File: config.mk
export PLATFORM = sky130hd
export DESIGN_NAME = addr_recog_slice
export DESIGN_NICKNAME = d
export VERILOG_FILES = /design/src/rtl/addr_recog_pkg.sv /design/src/rtl/ars_mask_decode.sv /design/src/rtl/ars_lad_compare.sv /design/src/rtl/ars_geo_check.sv /design/src/rtl/ars_class_select.sv /design/src/rtl/addr_recog_slice.sv
export SDC_FILE = /design/constraint.sdc
export NUM_CORES = 1
export LEC_CHECK = 0
export CAP_MARGIN = 20
export CORE_MARGIN = 10
export CORE_UTILIZATION = 27
export DETAILED_ROUTE_END_ITERATION = 6
export PLACE_DENSITY = 0.87
export SYNTH_ARGS = -nofsm -noshare
export SYNTH_HDL_FRONTEND = slang
export SYNTH_SLANG_ARGS = --single-unit
File: constraint.sdc
create_clock -name vclk -period 1.77
set_input_delay 0.177 -clock vclk [all_inputs]
set_output_delay 0.177 -clock vclk [all_outputs]
set_load 0.02 [all_outputs]
File: src/rtl/addr_recog_pkg.sv
// Package: addr_recog_pkg
// Shared definitions for the address recognition slice.
// Assumes: the strap encoding is 0 for the lower slice and 1 for the upper slice.
package addr_recog_pkg;

    // Role that the static strap gives a slice within the two-slice cascade.
    typedef enum logic {
        ROLE_LOWER = 1'b0,
        ROLE_UPPER = 1'b1
    } slice_role_e;

endpackage

File: src/rtl/ars_mask_decode.sv
// Module: ars_mask_decode
// Turns the width code into a thermometer mask of internal-address bits.
// Bit i of the mask is set when i < width_code. The mask therefore becomes
// all ones once the code reaches DATA_W.
// Assumes: width_code is static or slowly varying. The output is purely combinational.
module ars_mask_decode #(
    parameter int DATA_W = 16,
    parameter int CODE_W = 5
) (
    input  logic [CODE_W-1:0] width_code,
    output logic [DATA_W-1:0] ia_mask
);

    // One magnitude compare per bit position builds the thermometer.
    for (genvar i = 0; i < DATA_W; i++) begin : g_bit
        assign ia_mask[i] = (32'(width_code) > 32'(i));
    end

endmodule

File: src/rtl/ars_lad_compare.sv
// Module: ars_lad_compare
// Compares the device-address bits of the bus with the stored logical address.
// Bits flagged in ia_mask are excluded from the compare.
// Assumes: ia_mask is a thermometer code from ars_mask_decode. Any mask works, though.
module ars_lad_compare #(
    parameter int DATA_W = 16
) (
    input  logic [DATA_W-1:0] bus_data,
    input  logic [DATA_W-1:0] lad_value,
    input  logic [DATA_W-1:0] ia_mask,
    output logic              lad_match
);

    logic [DATA_W-1:0] bit_miss;

    // A bit position misses when it is compared and the two values differ.
    for (genvar i = 0; i < DATA_W; i++) begin : g_cmp
        assign bit_miss[i] = ~ia_mask[i] & (bus_data[i] ^ lad_value[i]);
    end

    // The slice matches when no compared bit misses.
    assign lad_match = ~|bit_miss;

endmodule

File: src/rtl/ars_geo_check.sv
// Module: ars_geo_check
// Geographic-address check on the low part of the bus.
// The low GA_W bits must equal geo_addr, and the bits from GA_W up to CHK_W-1 must be zero.
// Assumes: enable is the static lower-slice strap. A disabled slice reports no hit.
module ars_geo_check #(
    parameter int GA_W  = 5,
    parameter int CHK_W = 8
) (
    input  logic             enable,
    input  logic [CHK_W-1:0] data_low,
    input  logic [GA_W-1:0]  geo_addr,
    output logic             geo_hit
);

    localparam int PAD_W = CHK_W - GA_W;

    logic addr_equal;
    logic pad_clear;

    // Equality of the slot-address field.
    assign addr_equal = (data_low[GA_W-1:0] == geo_addr);

    // The bits above the slot field must all be zero.
    assign pad_clear = (data_low[CHK_W-1:GA_W] == {PAD_W{1'b0}});

    // The hit is reported only by an enabled (lower) slice.
    assign geo_hit = enable & addr_equal & pad_clear;

endmodule

File: src/rtl/ars_class_select.sv
// Module: ars_class_select
// Selects one bit of the class-N register by an index taken from the bus.
// It reports that bit as an active-low hit.
// Assumes: the class register has exactly 2**SEL_W bits. A disabled slice drives the inactive level (1).
module ars_class_select #(
    parameter int SEL_W = 4
) (
    input  logic                enable,
    input  logic [SEL_W-1:0]    sel,
    input  logic [2**SEL_W-1:0] class_bits,
    output logic                hit_n
);

    logic picked;

    // Pick the indexed class bit.
    assign picked = class_bits[sel];

    // Active-low flag, gated by the slice role.
    assign hit_n = ~(enable & picked);

endmodule

File: src/rtl/addr_recog_slice.sv
// Module: addr_recog_slice
// One 16-bit slice of the backplane slave address recognizer.
// It decodes the internal-address width, compares the device-address field with the
// logical-address register, and performs the geographic and class-N checks. The last
// two checks are active only on the lower slice.
// Assumes: slice_upper is a static strap. Register contents arrive as inputs.
// The external wired-OR of the two slices' lad_match flags is outside this block.
module addr_recog_slice #(
    parameter int DATA_W      = 16,
    parameter int CODE_W      = 5,
    parameter int GA_W        = 5,
    parameter int GEO_CHK_W   = 8,
    parameter int CLS_SEL_W   = 4,
    parameter int CLS_SEL_LSB = 4
) (
    input  logic                    slice_upper,
    input  logic [DATA_W-1:0]       bus_data,
    input  logic [CODE_W-1:0]       width_code,
    input  logic [GA_W-1:0]         geo_addr,
    input  logic [DATA_W-1:0]       lad_value,
    input  logic [2**CLS_SEL_W-1:0] class_bits,
    output logic                    lad_match,
    output logic                    geo_match,
    output logic                    class_hit_n
);
    import addr_recog_pkg::*;

    localparam int CLS_SEL_MSB = CLS_SEL_LSB + CLS_SEL_W - 1;

    slice_role_e       role;
    logic              is_lower;
    logic [DATA_W-1:0] ia_mask;

    // Interpret the strap as a slice role.
    assign role     = slice_role_e'(slice_upper);
    assign is_lower = (role == ROLE_LOWER);

    ars_mask_decode #(
        .DATA_W (DATA_W),
        .CODE_W (CODE_W)
    ) u_mask (
        .width_code (width_code),
        .ia_mask    (ia_mask)
    );

    ars_lad_compare #(
        .DATA_W (DATA_W)
    ) u_lad (
        .bus_data  (bus_data),
        .lad_value (lad_value),
        .ia_mask   (ia_mask),
        .lad_match (lad_match)
    );

    ars_geo_check #(
        .GA_W  (GA_W),
        .CHK_W (GEO_CHK_W)
    ) u_geo (
        .enable   (is_lower),
        .data_low (bus_data[GEO_CHK_W-1:0]),
        .geo_addr (geo_addr),
        .geo_hit  (geo_match)
    );

    ars_class_select #(
        .SEL_W (CLS_SEL_W)
    ) u_cls (
        .enable     (is_lower),
        .sel        (bus_data[CLS_SEL_MSB:CLS_SEL_LSB]),
        .class_bits (class_bits),
        .hit_n      (class_hit_n)
    );

endmodule

======== Word level (Yosys, flattened, before mapping) ========
Index checks and enable logic that the tools add are counted.
storage, ports and cells
  flip-flop bits (word level) ............. 0
  input bits .............................. 59
  output and inout bits ................... 3
operators by class
  $lt $le $gt $ge ......................... 17
  eq/ne operators ......................... 1
  muxes and demuxes ....................... 2
  bitwise gates (word level) .............. 53
  reductions and logical operators ........ 3
operator list
  kind                  count
  $gt A5 B4 Y1 const B  8
  $gt A5 B3 Y1 const B  4
  $and A1 B1 Y1         19
  $not A1 Y1            18
  $reduce_or A16 Y1     1
  $xor A1 B1 Y1         16
  $gt A5 B1 Y1 const B  2
  $gt A5 B2 Y1 const B  2
  $eq A5 B5 Y1          1
  $lt A4 B5 Y1 const B  1
  $bmux W1 S4           1
  $logic_not A3 Y1      1
  $logic_not A1 Y1      1
  $mux W1               1

======== Longest topological paths before layout ========
  depth in word-level cells ............... 5
  gate-level depth with buffers ........... 5
  gate-level depth less buffers ........... 5

======== By module ========
Synthesis repeated with hierarchy kept, for this count alone.
second synthesis, totals
  cell total of the unflattened synthesis .. 78
  area, all modules ....................... 581.8 sq um
by module, submodules not included
  module            times used  cells each  area an instance (sq um)
  ars_lad_compare   1           27          209.0
  ars_class_select  1           15          156.4
  ars_mask_decode   1           27          142.6
  ars_geo_check     1           8           70.1
  addr_recog_slice  1           1           3.8

======== Worst setup path after synthesis ========
Ideal clock, no wire load.
  kind .................................... input -> output
  start point ............................. in width_code[1]
  end point ............................... out lad_match
  arrival ................................. 1.668 ns
  slack ................................... -0.075 ns
  cell stages on the path ................. 5
  path buffers ............................ 1
  cell sequence ........................... clkbuf_1 -> a21oi_1 -> nor4_1 -> o32ai_1 -> o41ai_1
between the ends
  cells in the longest elaborated chain, start to end .. 5
  elaborated cells between the ends (all ways) .. 50
  those cells by class .................... 16 x order compare; 32 x bitwise; 2 x reduce/logical
ends and longest elaborated chain
  what                                        line                    RTL
  start: declaration                          addr_recog_slice.sv:18  input logic [CODE_W-1:0] width_code,
  $gt A5 B1 Y1, or another cell as far along  ars_mask_decode.sv:16   assign ia_mask[i] = (32'(width_code) > 32'(i));
  $not A1 Y1                                  ars_lad_compare.sv:18   assign bit_miss[i] = ~ia_mask[i] & (bus_data[i] ^ lad_value[i]);
  $and A1 B1 Y1                               ars_lad_compare.sv:18
  $reduce_or A16 Y1 (*)                       ars_lad_compare.sv:22   assign lad_match = ~|bit_miss;
  $logic_not A1 Y1 (*)                        ars_lad_compare.sv:22
  end: declaration                            addr_recog_slice.sv:22  output logic lad_match,
Mark *: on every way between the ends. The rest lies on a longest branch, timed or not.

======== Worst setup path after layout ========
  start point ............................. in bus_data[1]
  end point ............................... out lad_match
between the ends
  cells in the longest elaborated chain, start to end .. 4
ends and longest elaborated chain
  what                line                    RTL
  start: declaration  addr_recog_slice.sv:17  input logic [DATA_W-1:0] bus_data,
  $xor A1 B1 Y1       ars_lad_compare.sv:18
  $and A1 B1 Y1       ars_lad_compare.sv:18
  $reduce_or A16 Y1   ars_lad_compare.sv:22
  $logic_not A1 Y1    ars_lad_compare.sv:22
No other way between the ends.

==> results.cfg <==
[run_status]
status = finished, final reports clean

[route]
wirelength_um = 2624
dr.first_iter.drc_count = 21
drt-wirelength-per-cell_um = 16.93
vias = 760
vias_per_cell = 4.903
ant_nets = 0
drc = 0
firstDrtPassIters = 4

[sta]
min_period_ps = 1736
hold_violations = 0
max_freq_ghz = 0.5759
slew_headroom_pct = 81.07
maxSlewViolCount = 0
rsz0062_at_grt = yes
setup_viol = 0
worst_slew_pin_slew_ps = 281.3
finalCritPeriodShare_pct = 98.10

[critical_path]
critical_path_required_ps = 1590
crit_type = input pin to output port
cp_max_fo = 2
cp.arrival_ps = 1560
start_kind = input pin
end_kind = output port

[synthesis]
synthDistinctLibCells = 20
synth_top_area_share_pct = 23.16
syn_inst = 59
synth_area_leaders = xnor2_1 (23%), mux4_1 (21%), xor2_1 (14%)
syn_area_um2 = 491.7
post-synth-top-area-cell = xnor2_1
synth.avg_cell_area_um2 = 8.334
ys.warnings.count = 0
ys_seq_area_share_pct = 0
syn-num-nets = 118

[cells_and_area]
nFlopsAndLatches = 0
num_antenna_cells = 0
num-clock-buffers = 0
drive_gt1_share_pct = 27.69
register_area_um2 = 0
finalInstanceArea_um2 = 1207
postLayoutCoreUtil_pct = 69.93
fin_cells = 155
design.final.nets = 191
syn_to_final_growth_pct = 145.5

[power_and_ir_drop]
leakage_uw = 0.0005152
power_density_nw_per_um2 = 231.2
peakVddDrop_v = 0.0001130

[placed_design]
place_congestion = 0.7914
place.detailed.hpwl_um = 2326
io_buffers = 62
dp_cells = 155
placed_cell_area_um2 = 1222

[floorplanning]
num_io_pins = 62
core-area_um2 = 1727
rows = 15
start_util_pct = 28.48
chipWidth_um = 62.68
die_height_um = 62.68
dieArea_um2 = 3928

[global_route]
first_global_vias = 924
gr-total-overflow = 0
grt_util_all_layers_pct = 12.66
antenna_found_initial = 0
grt_pass1_wl_um = 4195
grt_max_degree = 7

[worst_hold_path]
hold_class = input pin to output port

[flow_run]
drv_cap = 0
cell families after synthesis:
kind of cell    Yosys count  synth area share, %
simple gates             14                14.51
buf+inv                   5                5.344
xor+xnor                 21                37.41
mux                       5                25.95
compound gates           14                16.79
Yosys cell counts, drive strengths merged:
library cell  count
nand2             2
nor4              3
buf               1
xnor2            13
xor2              8
a31oi             2
a211oi            1
o21ai             3
o41ai             1
inv               2
nor2              2
mux4              5
nand2b            1
clkbuf            2
nand3             2
nor3              3
a21oi             6
nand4             1
o32ai             1
stage by stage:
stage	TNS, ps	power [uW]	hold WS (ps)	setup WS (ps)
2_1_floorplan	0	103.2	469.7	137.8
3_3_place_gp	-2103	280.9	1410	-914.6
6_report	0	279.2	989.7	33.54
3_5_place_dp	-2240	291.4	1419	-1002
4_1_cts	0	275.8	1009	0.8392
5_1_grt	-53.58	300.9	1032	-53.58
worst max-delay path, cell delays in order:
cell and delay [ps]:
dlygate4sd2_1 270, xnor2_1 180, nor2_1 90, nor4_2 180, o32ai_2 120, o41ai_2 340, buf_4 200
cell type report:
type                       count  area (um^2)
timing repair buffer          74        658.1
fill                         151        519.2
multi-input combinational     54        510.5
tap                           25        31.28
inverter                       2        7.507
placed cells by master, fill, tap and decap left out:
cell type,count
nand2_1,2
nor2_1,2
o32ai_2,1
buf_4,12
o21ai_1,1
nor4_1,1
clkbuf_4,1
clkbuf_2,4
nor3_2,2
a31oi_1,2
mux4_2,5
o21ai_0,2
xnor2_1,10
xnor2_2,3
clkdlybuf4s15_1,15
a21oi_1,6
buf_6,3
buf_2,1
xor2_1,8
a211oi_1,1
inv_1,2
o41ai_2,1
clkdlybuf4s15_2,1
dlygate4sd2_1,24
nand4_1,1
nand2b_1,1
clkdlybuf4s50_1,13
nor3_1,1
nand3_1,2
nor4_2,2
path summary, 6_finish.rpt:
| kind | start | endpoint | slack [ps] | depth (start not counted) |
|---|---|---|---|---|
| worst max-delay path | bus_data[1] | lad_match | 30 | 7 |
| worst min-delay path | bus_data[2] | geo_match | 990 | 6 |
where the power goes:
part           switching [uW]  internal, uW
sequential                  0             0
combinational             105           174
clock                       0             0
total                     105           174
routing by layer:
layer  global-route usage [%]  vias to the layer above  part of all wire [%]
met2                    23.97                       47                    53
met5                        0                        -                     0
met4                        0                        0                     0
met1                    13.34                      344                    37
li1                         -                      369                     -
met3                    5.376                        0                    10
timing repair:
action / CTS / global route
pin swaps: 20 / 10
gates resized for setup: 88 / 23
endpoints found under the setup margin: 3 / 3
buffers inserted: 1 / 0
hold buffers: 0 / 0
Power figures use the tool's default switching activity.
